### config.mk
export PLATFORM = sky130hd
export DESIGN_NAME = i2c_irq_status
export DESIGN_NICKNAME = d
export VERILOG_FILES = /design/src/rtl/i2c_irq_pkg.sv /design/src/rtl/irq_event_bank.sv /design/src/rtl/irq_abort_capture.sv /design/src/rtl/irq_read_decode.sv /design/src/rtl/i2c_irq_status.sv
export SDC_FILE = /design/constraint.sdc
export NUM_CORES = 1
export LEC_CHECK = 0
export BUFFER_PORTS_ARGS = -buffer_cell sky130_fd_sc_hd__buf_2
export CAP_MARGIN = 20
export CORE_UTILIZATION = 45
export DETAILED_ROUTE_END_ITERATION = 12
export PLACE_DENSITY = 0.9
export SLEW_MARGIN = 40
export SYNTH_ARGS = -nofsm -noshare
export SYNTH_HDL_FRONTEND = slang
export SYNTH_SLANG_ARGS = --single-unit
### constraint.sdc
create_clock -name clk -period 1.6 [get_ports clk]
set_input_delay 0.16 -clock clk [delete_from_list [all_inputs] [get_ports clk]]
set_output_delay 0.16 -clock clk [all_outputs]
set_load 0.005 [all_outputs]
### src/rtl/i2c_irq_pkg.sv
package i2c_irq_pkg;
  localparam int ST_W   = 8;
  localparam int ABRT_W = 10;
  localparam int EV_W   = 5;

  localparam int ST_RXU = 0;
  localparam int ST_RXO = 1;
  localparam int ST_RXF = 2;
  localparam int ST_TXO = 3;
  localparam int ST_TXE = 4;
  localparam int ST_ABT = 5;
  localparam int ST_STA = 6;
  localparam int ST_STP = 7;

  // sticky event bank order
  localparam int EV_RXU = 0;
  localparam int EV_RXO = 1;
  localparam int EV_TXO = 2;
  localparam int EV_STA = 3;
  localparam int EV_STP = 4;

  localparam logic [ST_W-1:0] STICKY_MASK = 8'hEB;

  typedef enum logic [3:0] {
    SEL_RAW     = 4'd0,
    SEL_MASKED  = 4'd1,
    SEL_SRC     = 4'd2,
    SEL_CLR_ALL = 4'd3,
    SEL_CLR_RXU = 4'd4,
    SEL_CLR_RXO = 4'd5,
    SEL_CLR_TXO = 4'd6,
    SEL_CLR_ABT = 4'd7,
    SEL_CLR_STA = 4'd8,
    SEL_CLR_STP = 4'd9
  } rd_sel_e;

  function automatic logic lvl_at_or_below(input logic [15:0] lvl, input logic [15:0] thr);
    return lvl <= thr;
  endfunction

  function automatic logic lvl_above(input logic [15:0] lvl, input logic [15:0] thr);
    return lvl > thr;
  endfunction

  function automatic logic [ST_W-1:0] assemble_raw(input logic [EV_W-1:0] ev,
                                                   input logic abt, input logic txe,
                                                   input logic rxf);
    logic [ST_W-1:0] r;
    r         = '0;
    r[ST_RXU] = ev[EV_RXU];
    r[ST_RXO] = ev[EV_RXO];
    r[ST_RXF] = rxf;
    r[ST_TXO] = ev[EV_TXO];
    r[ST_TXE] = txe;
    r[ST_ABT] = abt;
    r[ST_STA] = ev[EV_STA];
    r[ST_STP] = ev[EV_STP];
    return r;
  endfunction
endpackage

### src/rtl/irq_event_bank.sv
module irq_event_bank #(
  parameter int N = 5
) (
  input  logic         clk,
  input  logic         rst_n,
  input  logic [N-1:0] set_i,
  input  logic [N-1:0] clr_i,
  output logic [N-1:0] q_o
);
  for (genvar i = 0; i < N; i++) begin : g_bit
    logic q;
    always_ff @(posedge clk or negedge rst_n) begin
      if (!rst_n) q <= 1'b0;
      else        q <= (q & ~clr_i[i]) | set_i[i];
    end
    assign q_o[i] = q;


    set_wins_chk: assert property (@(posedge clk) disable iff (!rst_n)
      set_i[i] |=> q_o[i]);

    clear_takes_chk: assert property (@(posedge clk) disable iff (!rst_n)
      (clr_i[i] && !set_i[i]) |=> !q_o[i]);

    sticky_hold_chk: assert property (@(posedge clk) disable iff (!rst_n)
      (q_o[i] && !clr_i[i]) |=> q_o[i]);
  end
endmodule

### src/rtl/irq_abort_capture.sv
module irq_abort_capture #(
  parameter int W = 10
) (
  input  logic         clk,
  input  logic         rst_n,
  input  logic         abort_i,
  input  logic [W-1:0] cause_i,
  input  logic         clr_i,
  output logic         pending_o,
  output logic [W-1:0] src_o,
  output logic         hold_o
);
  logic         pend_q;
  logic [W-1:0] src_q;

  always_ff @(posedge clk or negedge rst_n) begin
    if (!rst_n) begin
      pend_q <= 1'b0;
      src_q  <= '0;
    end else begin
      pend_q <= (pend_q & ~clr_i) | abort_i;
      if (abort_i) src_q <= (clr_i ? '0 : src_q) | cause_i;
      else if (clr_i) src_q <= '0;
    end
  end

  assign pending_o = pend_q;
  assign src_o     = src_q;
  assign hold_o    = pend_q;


  cause_kept_chk: assert property (@(posedge clk) disable iff (!rst_n)
    abort_i |=> ((src_o & $past(cause_i)) == $past(cause_i)));

  src_cleared_chk: assert property (@(posedge clk) disable iff (!rst_n)
    (clr_i && !abort_i) |=> (src_o == '0));

  hold_rise_chk: assert property (@(posedge clk) disable iff (!rst_n)
    $rose(hold_o) |-> $past(abort_i));

  hold_fall_chk: assert property (@(posedge clk) disable iff (!rst_n)
    $fell(hold_o) |-> $past(clr_i));
endmodule

### src/rtl/irq_read_decode.sv
module irq_read_decode
  import i2c_irq_pkg::*;
(
  input  logic            clk,
  input  logic            rst_n,
  input  logic            rd_en,
  input  logic [3:0]      rd_sel,
  output logic [EV_W-1:0] clr_ev,
  output logic            clr_abt
);
  always_comb begin
    clr_ev  = '0;
    clr_abt = 1'b0;
    if (rd_en) begin
      case (rd_sel)
        SEL_CLR_ALL: begin clr_ev = '1; clr_abt = 1'b1; end
        SEL_CLR_RXU: clr_ev[EV_RXU] = 1'b1;
        SEL_CLR_RXO: clr_ev[EV_RXO] = 1'b1;
        SEL_CLR_TXO: clr_ev[EV_TXO] = 1'b1;
        SEL_CLR_ABT: clr_abt = 1'b1;
        SEL_CLR_STA: clr_ev[EV_STA] = 1'b1;
        SEL_CLR_STP: clr_ev[EV_STP] = 1'b1;
        default: ;
      endcase
    end
  end


  single_clear_chk: assert property (@(posedge clk) disable iff (!rst_n)
    (rd_sel != SEL_CLR_ALL) |-> $onehot0({clr_ev, clr_abt}));

  plain_read_chk: assert property (@(posedge clk) disable iff (!rst_n)
    (rd_sel == SEL_RAW || rd_sel == SEL_MASKED || rd_sel == SEL_SRC) |-> ({clr_ev, clr_abt} == '0));
endmodule

### src/rtl/i2c_irq_status.sv
module i2c_irq_status
  import i2c_irq_pkg::*;
#(
  parameter int LVL_W  = 6,
  parameter int DATA_W = 16
) (
  input  logic              clk,
  input  logic              rst_n,
  input  logic              ev_rx_under,
  input  logic              ev_rx_over,
  input  logic              ev_tx_over,
  input  logic              ev_start,
  input  logic              ev_stop,
  input  logic              ev_abort,
  input  logic [9:0]        abort_cause,
  input  logic [LVL_W-1:0]  tx_level,
  input  logic [LVL_W-1:0]  tx_thresh,
  input  logic [LVL_W-1:0]  rx_level,
  input  logic [LVL_W-1:0]  rx_thresh,
  input  logic [7:0]        int_mask,
  input  logic              rd_en,
  input  logic [3:0]        rd_sel,
  output logic [DATA_W-1:0] rd_data,
  output logic              irq,
  output logic              tx_hold
);
  logic [EV_W-1:0]   ev_set, ev_q, clr_ev;
  logic              clr_abt, abt_pend;
  logic [ABRT_W-1:0] abt_src;
  logic              lvl_txe, lvl_rxf;
  logic [ST_W-1:0]   raw_status, masked_status;

  assign ev_set[EV_RXU] = ev_rx_under;
  assign ev_set[EV_RXO] = ev_rx_over;
  assign ev_set[EV_TXO] = ev_tx_over;
  assign ev_set[EV_STA] = ev_start;
  assign ev_set[EV_STP] = ev_stop;

  irq_read_decode u_dec (
    .clk(clk), .rst_n(rst_n), .rd_en(rd_en), .rd_sel(rd_sel),
    .clr_ev(clr_ev), .clr_abt(clr_abt)
  );

  irq_event_bank #(.N(EV_W)) u_bank (
    .clk(clk), .rst_n(rst_n), .set_i(ev_set), .clr_i(clr_ev), .q_o(ev_q)
  );

  irq_abort_capture #(.W(ABRT_W)) u_abt (
    .clk(clk), .rst_n(rst_n), .abort_i(ev_abort), .cause_i(abort_cause),
    .clr_i(clr_abt), .pending_o(abt_pend), .src_o(abt_src), .hold_o(tx_hold)
  );

  assign lvl_txe       = lvl_at_or_below(16'(tx_level), 16'(tx_thresh));
  assign lvl_rxf       = lvl_above(16'(rx_level), 16'(rx_thresh));
  assign raw_status    = assemble_raw(ev_q, abt_pend, lvl_txe, lvl_rxf);
  assign masked_status = raw_status & int_mask;
  assign irq           = |masked_status;

  always_comb begin
    case (rd_sel)
      SEL_RAW:     rd_data = DATA_W'(raw_status);
      SEL_MASKED:  rd_data = DATA_W'(masked_status);
      SEL_SRC:     rd_data = DATA_W'(abt_src);
      SEL_CLR_ALL: rd_data = DATA_W'(raw_status & STICKY_MASK);
      SEL_CLR_RXU: rd_data = DATA_W'(raw_status[ST_RXU]);
      SEL_CLR_RXO: rd_data = DATA_W'(raw_status[ST_RXO]);
      SEL_CLR_TXO: rd_data = DATA_W'(raw_status[ST_TXO]);
      SEL_CLR_ABT: rd_data = DATA_W'(raw_status[ST_ABT]);
      SEL_CLR_STA: rd_data = DATA_W'(raw_status[ST_STA]);
      SEL_CLR_STP: rd_data = DATA_W'(raw_status[ST_STP]);
      default:     rd_data = '0;
    endcase
  end


  start_seen_chk: assert property (@(posedge clk) disable iff (!rst_n)
    ev_start |=> raw_status[ST_STA]);

  txe_empty_chk: assert property (@(posedge clk) disable iff (!rst_n)
    (tx_level == '0) |-> raw_status[ST_TXE]);

  clear_all_chk: assert property (@(posedge clk) disable iff (!rst_n)
    (rd_en && rd_sel == SEL_CLR_ALL && !ev_abort && ev_set == '0)
      |=> ((raw_status & STICKY_MASK) == '0 && abt_src == '0));

  read_stable_chk: assert property (@(posedge clk) disable iff (!rst_n)
    (rd_en && rd_sel == SEL_RAW && !ev_abort && ev_set == '0)
      |=> $stable(raw_status & STICKY_MASK));

  reset_quiet_chk: assert property (@(posedge clk)
    !rst_n |-> (!tx_hold && abt_src == '0));
endmodule

==> results of run 1 <==
-- flip-flops by register name (all words and copies together) (netlist names) --
| register | count |
|---|---|
| u_bank.g_bit.q | 5 |
| u_abt.hold_o | 1 |
| u_abt.src_o | 10 |
-- kinds of logic (layout without fill, tap and decap cells) --
family	after synthesis	after routing	share of synthesized area, %
multiplexers	2	2	1.48
AND/OR/NAND/NOR	38	38	16.0
XOR/XNOR	3	3	1.95
adder cells (fa/ha/maj)	12	12	11.1
AO/OA/AOI/OAI	52	52	28.8
buffers and inverters	28	97	10.7
flip-flops	16	16	29.7
other	1	6	0.278
-- cell type report --
type / count / area (sq um)
Timing Repair Buffer: 78 / 470
Multi-Input combinational cell: 113 / 1030
Tap cell: 31 / 38.8
Fill cell: 198 / 756
Inverter: 15 / 76.3
Clock buffer: 4 / 36.3
Sequential cell: 16 / 400
-- worst max-delay path: cells and delay by family, from the launching register on --
kind | cells | cell delay (ns)
buf+inv | 1 | 0.16
compound gates | 3 | 0.54
flops | 1 | 0.40
simple gates | 1 | 0.09
-- power by group through the flow --
| stage | Combinational [W] | Sequential (W) | Clock, W |
|---|---|---|---|
| 2_1_floorplan | 0.000190 | 0.000456 | 0 |
| 4_1_cts | 0.000349 | 0.000454 | 0.000274 |
| 3_5_place_dp | 0.000319 | 0.000461 | 0 |
| 6_report | 0.000427 | 0.000454 | 0.000272 |
| 3_3_place_gp | 0.000309 | 0.000461 | 0 |
| 5_1_grt | 0.000469 | 0.000457 | 0.000289 |
-- metal layers --
layer | routed length, um | up-vias | GRT usage [%]
met4 | 106 | 0 | 12.9
met3 | 351 | 10 | 3.92
li1 | - | 698 | -
met5 | 0 | - | 0
met1 | 1600 | 684 | 29.7
met2 | 2000 | 78 | 42.5
-- what timing repair did --
action,CTS,global route
endpoints found under the setup margin,3,4
endpoints found under the hold margin,16,0
gates resized for setup,9,37
pin swaps,7,19
hold buffers,1,0
buffers inserted,1,1
-- how the worst max path moves through the flow --
stage	from	endpoint	slack (ns)	depth (start not counted)
2_1_floorplan	rx_thresh[5]	rd_data[2]	0.10	6
3_3_place_gp	rx_level[4]	rd_data[2]	-0.13	7
5_1_grt	u_bank.g_bit[3].q	irq	-0.13	5
4_1_cts	u_bank.g_bit[2].q	irq	-0.03	5
6_report	u_bank.g_bit[2].q	irq	-0.05	5
3_5_place_dp	rx_thresh[3]	rd_data[2]	-0.16	8
-- per-stage QoR --
step / instances / setup WS, ns / hold WS (ns)
2_1_floorplan: 157 / 0.102 / -0.136
3_3_place_gp: 250 / -0.132 / 0.0911
3_5_place_dp: 250 / -0.157 / 0.0890
4_1_cts: 256 / -0.0280 / 0.0425
5_1_grt: 257 / -0.130 / 0.0498
6_report: 257 / -0.0454 / 0.0417
-- cells in the final DEF, fill, tap and decap left out, types with 2 or more instances in the layout --
cell and n:
buf_2 59, dfrtp_1 16, ha_4 11, a22o_1 10, buf_4 10, o21ai_0 9
buf_6 8, a21oi_1 7, inv_4 6, nand2_1 6, conb_1 6, inv_1 5
o221ai_1 5, a21o_1 5, nand2b_1 4, nor2_1 4, inv_2 3, nor2b_1 3
nand3_1 3, clkbuf_4 3, nor2_2 2, nor3_1 2, and3_1 2, a22oi_2 2
xnor2_1 2, o31ai_1 2, mux2i_1 2, nand3b_1 2
==> metrics.json, run 1 <==
{
  "setup_path": {
    "critical_path.slowest_cell": "dfrtp_1",
    "startpoint_type": "flop",
    "cp_data_arrival_time_ns": 1.49,
    "cp_data_required_time_ns": 1.44,
    "timing.rr.start": "u_abt.src_o[2]",
    "end_kind": "output pin",
    "critical_path.max_stage_delay_ns": 0.40,
    "path_type_of_the_worst_setup_path": "flop to output pin",
    "path_max_fanout": 2,
    "cells_along_the_critical_path": "a22oi_1, nand2_1, a221oi_2, o221ai_1, buf_2",
    "r2r_end": "u_abt.src_o[2]",
    "regToRegSetupSlack_ns": 0.79,
    "r2r_cells": 2
  },
  "synthesis": {
    "synth-seq-cells": 16,
    "async_s_r_ff_share_synth_pct": 100,
    "synthDominantCellAreaShare_pct": 29.7,
    "postSynthCellCount": 152,
    "dominantRegCellSynth": "dfrtp_1",
    "avgSynthCellArea_sq_um": 8.87,
    "synthesis.area_sq_um": 1350,
    "yosysUniqueCellTypes": 44,
    "ys_top_cells_by_area": "dfrtp_1, ha_1, a22o_1",
    "synth-seq-area-share_pct": 29.7,
    "post_synth_edffs": 0,
    "synthMostInstantiatedCell": "dfrtp_1",
    "yosysTopAreaCell": "dfrtp_1",
    "yosys-top-cells-count": "dfrtp_1, inv_1, ha_1",
    "synth.yosys.warnings": 0
  },
  "timing": {
    "postLayoutSetupSlackWorst_ns": -0.0454,
    "finish_stage_setup_viols": 1,
    "achievable-frequency_mhz": 608,
    "final-max-slew-violation-count": 0,
    "grt_setup_unrepaired": "true",
    "clock-skew-final_ns": 0,
    "totalNegativeSetupSlack_ns": -0.0454,
    "finalCritPeriodShare_pct": 103,
    "clock_period_minus_final_worst_setup_slack_ns": 1.65,
    "final-hold-violation-count": 0
  },
  "pwr": {
    "switching_power_w": 0.000358,
    "totalPowerFinal_w": 0.00115,
    "ir_worst_vdd_mv": 0.583,
    "power_leakage_nw": 0.944,
    "clk_pwr_share_pct": 23.6,
    "cellInternalPower_w": 0.000796,
    "switching_share_pct": 31.0,
    "powerDensity_nw_per_um2": 563,
    "combinationalPowerShare_pct": 37.0,
    "power.sequential.fraction_pct": 39.3
  },
  "cells_and_area": {
    "antenna_cells_inserted": 0,
    "final_design_instance_area_without_fill_sq_um": 2050,
    "layout-area-overhead-vs-synth_pct": 51.9,
    "post_route_cells_drive_above_1_share_pct": 50.4,
    "nNetsFinal": 294,
    "post-route-util_pct": 73.1
  },
  "outcome": {
    "violations_in_the_final_reports": "DRC, setup timing",
    "outcome": "finished with violations"
  },
  "min_path": {
    "hold_path_startpoint": "ev_rx_under",
    "hold_path_depth": 2,
    "hold-path-endpoint": "u_bank.g_bit[0].q",
    "min_path_type": "input pin to flop"
  },
  "detailed_routing": {
    "drc": 14,
    "drt_first_pass_iters": 9,
    "drt-total-wl_mm": 4.06,
    "drt-initial-drc-count": 68,
    "detail_route.wl_per_cell_um": 15.8,
    "viasPerCell": 5.72,
    "ant_nets": 0,
    "route.vias.total": 1470
  },
  "grt": {
    "gr-usage-all-layers_pct": 24.8,
    "grt_antenna_before_repair": 0,
    "grt.overflow.total": 0,
    "grt_first_pass_wirelength_mm": 6.18,
    "number_of_global_route_vias_before_repair": 1476,
    "maximum_number_of_pins_on_one_net_before_global_route_repair": 17
  },
  "place": {
    "routability_driven_placement_congestion_ratio": 0.801,
    "placement.cell_area_sq_um": 1720,
    "dpl.hpwl_mm": 2.64,
    "io_buffer_count": 66
  },
  "flow_run": {
    "max_cap_violations": 0
  },
  "die": {
    "design.core.area_sq_um": 2810,
    "initial_utilization_pct": 48.1,
    "fp.dieArea_sq_um": 3220,
    "ios": 73,
    "chipWidth_um": 56.7,
    "fp-row-count": 19,
    "die_height_um": 56.7
  },
  "clock_tree": {
    "cts_num_sinks": 16,
    "clock_path_buffers": 2,
    "worst_skew_pair.late_latency_ns": 0.29,
    "tritoncts_clock_tree": "done",
    "tritoncts.num_buffers": 3,
    "ctsRootBufferMaster": "clkbuf_4",
    "clk_pin_slew_ns": 0.09,
    "cts_max_level": 1
  }
}
Note: power is estimated with default switching activity, not from simulation.
==> run 2, diff against run 1 <==
SETUP_SLACK_MARGIN = 0.02   (was unset)
==> run 2 against run 1 <==
  * The run still ends with DRC, setup timing left
  * Sequential cell count unchanged
  * Largest cell class unchanged
  * Critical path depth unchanged
  * Utilization increased by 0.58 points
  * Setup slack better by 0.019 ns
  * Global-route usage is 0.97 points higher
  * Sequential share of layout area down 0.15 points
  * Non-clock buffer count unchanged
  * Clock-buffer cell count unchanged
==> metrics.json, run 2 (synthesis results as in run 1) <==
{
  "die": {
    "design.core.area_sq_um": 2810,
    "chipWidth_um": 56.7,
    "initial_utilization_pct": 48.1,
    "ios": 73,
    "die_height_um": 56.7,
    "fp-row-count": 19,
    "fp.dieArea_sq_um": 3220
  },
  "setup_path": {
    "startpoint_type": "flop",
    "critical_path.top_delay_family": "compound AO/OA/AOI/OAI gates",
    "end_kind": "output pin",
    "cells_along_the_critical_path": "a22oi_1, nand2_1, a221oi_2, o221ai_1, buf_2",
    "path_type_of_the_worst_setup_path": "flop to output pin",
    "cp_data_required_time_ns": 1.44,
    "cp_data_arrival_time_ns": 1.47,
    "path_max_fanout": 2,
    "critical_path.slowest_cell": "dfrtp_1",
    "timing.critical_path.buf_inv": 1,
    "critical_path.max_stage_delay_ns": 0.40
  },
  "timing": {
    "postLayoutSetupSlackWorst_ns": -0.0265,
    "achievable-frequency_mhz": 615,
    "finalCritPeriodShare_pct": 102,
    "final-max-slew-violation-count": 0,
    "grt_setup_unrepaired": "true",
    "final-hold-violation-count": 0,
    "finish_stage_setup_viols": 1,
    "clock-skew-final_ns": 0,
    "clock_period_minus_final_worst_setup_slack_ns": 1.63,
    "totalNegativeSetupSlack_ns": -0.0265
  },
  "clock_tree": {
    "ctsRootBufferMaster": "clkbuf_4",
    "cts_max_level": 1,
    "tritoncts_clock_tree": "done",
    "cts_num_sinks": 16,
    "clk_pin_slew_ns": 0.09,
    "tritoncts.num_buffers": 3,
    "clock_path_buffers": 2,
    "worst_skew_pair.late_latency_ns": 0.29
  },
  "place": {
    "routability_driven_placement_congestion_ratio": 0.801,
    "placement.cell_area_sq_um": 1720,
    "dpl.cell_count": 250,
    "pre_cts_ws_ns": -0.157,
    "dpl.hpwl_mm": 2.64,
    "io_buffer_count": 66
  },
  "pwr": {
    "clk_pwr_share_pct": 23.3,
    "combinationalPowerShare_pct": 37.6,
    "powerDensity_nw_per_um2": 563,
    "switching_power_w": 0.000361,
    "power_leakage_nw": 0.953,
    "cellInternalPower_w": 0.000802,
    "switching_share_pct": 31.0,
    "power.sequential.fraction_pct": 39.1,
    "ir_worst_vdd_mv": 0.589
  },
  "detailed_routing": {
    "drt-total-wl_mm": 4.29,
    "drt_first_pass_iters": 8,
    "drc": 14,
    "drt-initial-drc-count": 65,
    "viasPerCell": 5.76,
    "route.vias.total": 1480,
    "detail_route.wl_per_cell_um": 16.7,
    "ant_nets": 0
  },
  "flow_run": {
    "max_cap_violations": 0
  },
  "outcome": {
    "violations_in_the_final_reports": "DRC, setup timing",
    "outcome": "finished with violations"
  },
  "cells_and_area": {
    "nNetsFinal": 294,
    "final_design_instance_area_without_fill_sq_um": 2070,
    "most_common_library_cell_in_the_layout_ignoring_fill_and_taps": "buf_2",
    "layout.filler_cells": 195,
    "antenna_cells_inserted": 0,
    "final_cell_count_no_fill": 257,
    "post_route_cells_drive_above_1_share_pct": 50.9,
    "commonest_non_fill_non_tap_cells_in_the_layout": "buf_2, dfrtp_1",
    "largest_reg_flops": 10,
    "layout-area-overhead-vs-synth_pct": 53.2
  },
  "grt": {
    "maximum_number_of_pins_on_one_net_before_global_route_repair": 17,
    "grt.overflow.total": 0,
    "grt_first_pass_wirelength_mm": 6.34,
    "number_of_global_route_vias_before_repair": 1507,
    "grt_antenna_before_repair": 0,
    "gr-usage-all-layers_pct": 25.7
  },
  "min_path": {
    "min_path_type": "input pin to flop"
  }
}
-- run 2: power by group through the flow --
stage	registers (W)	clock network (W)	logic, W
finish	0.000454	0.000271	0.000438
global route	0.000458	0.000286	0.000481
CTS	0.000454	0.000274	0.000362
detailed placement	0.000461	0	0.000319
global placement	0.000461	0	0.000309
floorplan	0.000456	0	0.000190
-- run 2: per-stage QoR --
| step | power, W | utilization (%) | hold slack (ns) |
|---|---|---|---|
| global route | 0.00123 | 73.6 | 0.0525 |
| global placement | 0.000769 | 61.4 | 0.0911 |
| finish | 0.00116 | 73.6 | 0.0439 |
| detailed placement | 0.000779 | 61.4 | 0.0890 |
| floorplan | 0.000646 | - | -0.136 |
| CTS | 0.00109 | 67.7 | 0.0425 |
-- run 2: what timing repair did --
action                                 in CTS  in global routing
buffers inserted                            1                  1
cloned                                      0                  0
endpoints found under the hold margin      16                  0
setup endpoints to repair                   3                  4
pin swaps                                   7                 19
gates resized for setup                    13                 37
hold buffers                                1                  0
-- run 2: final cells by class --
class                   instances  area [sq um]  share of cell area [%]
clock buffers                   4          36.3                    1.76
inverters                      15          78.8                    3.82
repair buffers                 78           483                    23.4
flip-flops and latches         16           400                    19.4
well taps                      31          38.8                    1.88
multi-input cells             113          1030                    49.8
-- run 2: worst paths after layout --
check                                       start  cells past startpoint           endpoint  slack (ns)
worst max-delay path            u_bank.g_bit[2].q                      5                irq       -0.03
min in group asynchronous                   rst_n                      2  u_bank.g_bit[4].q        0.30
worst min register to register     u_abt.src_o[9]                      1     u_abt.src_o[9]        0.50
max in group asynchronous                   rst_n                      2  u_bank.g_bit[2].q        1.04
worst min-delay path                  ev_rx_under                      2  u_bank.g_bit[0].q        0.04
worst max register to register  u_bank.g_bit[3].q                      2  u_bank.g_bit[3].q        0.79
-- run 2: routing by layer --
layer  up-vias  wire [um]  part of all wire [%]  GRT usage, %
met1       681       1680                    39          29.4
met3        16        373                   8.7          3.92
met4         0        187                   4.4          14.6
li1        696          -                     -             -
met5         -          0                     0             0
met2        87       2040                    48          45.4
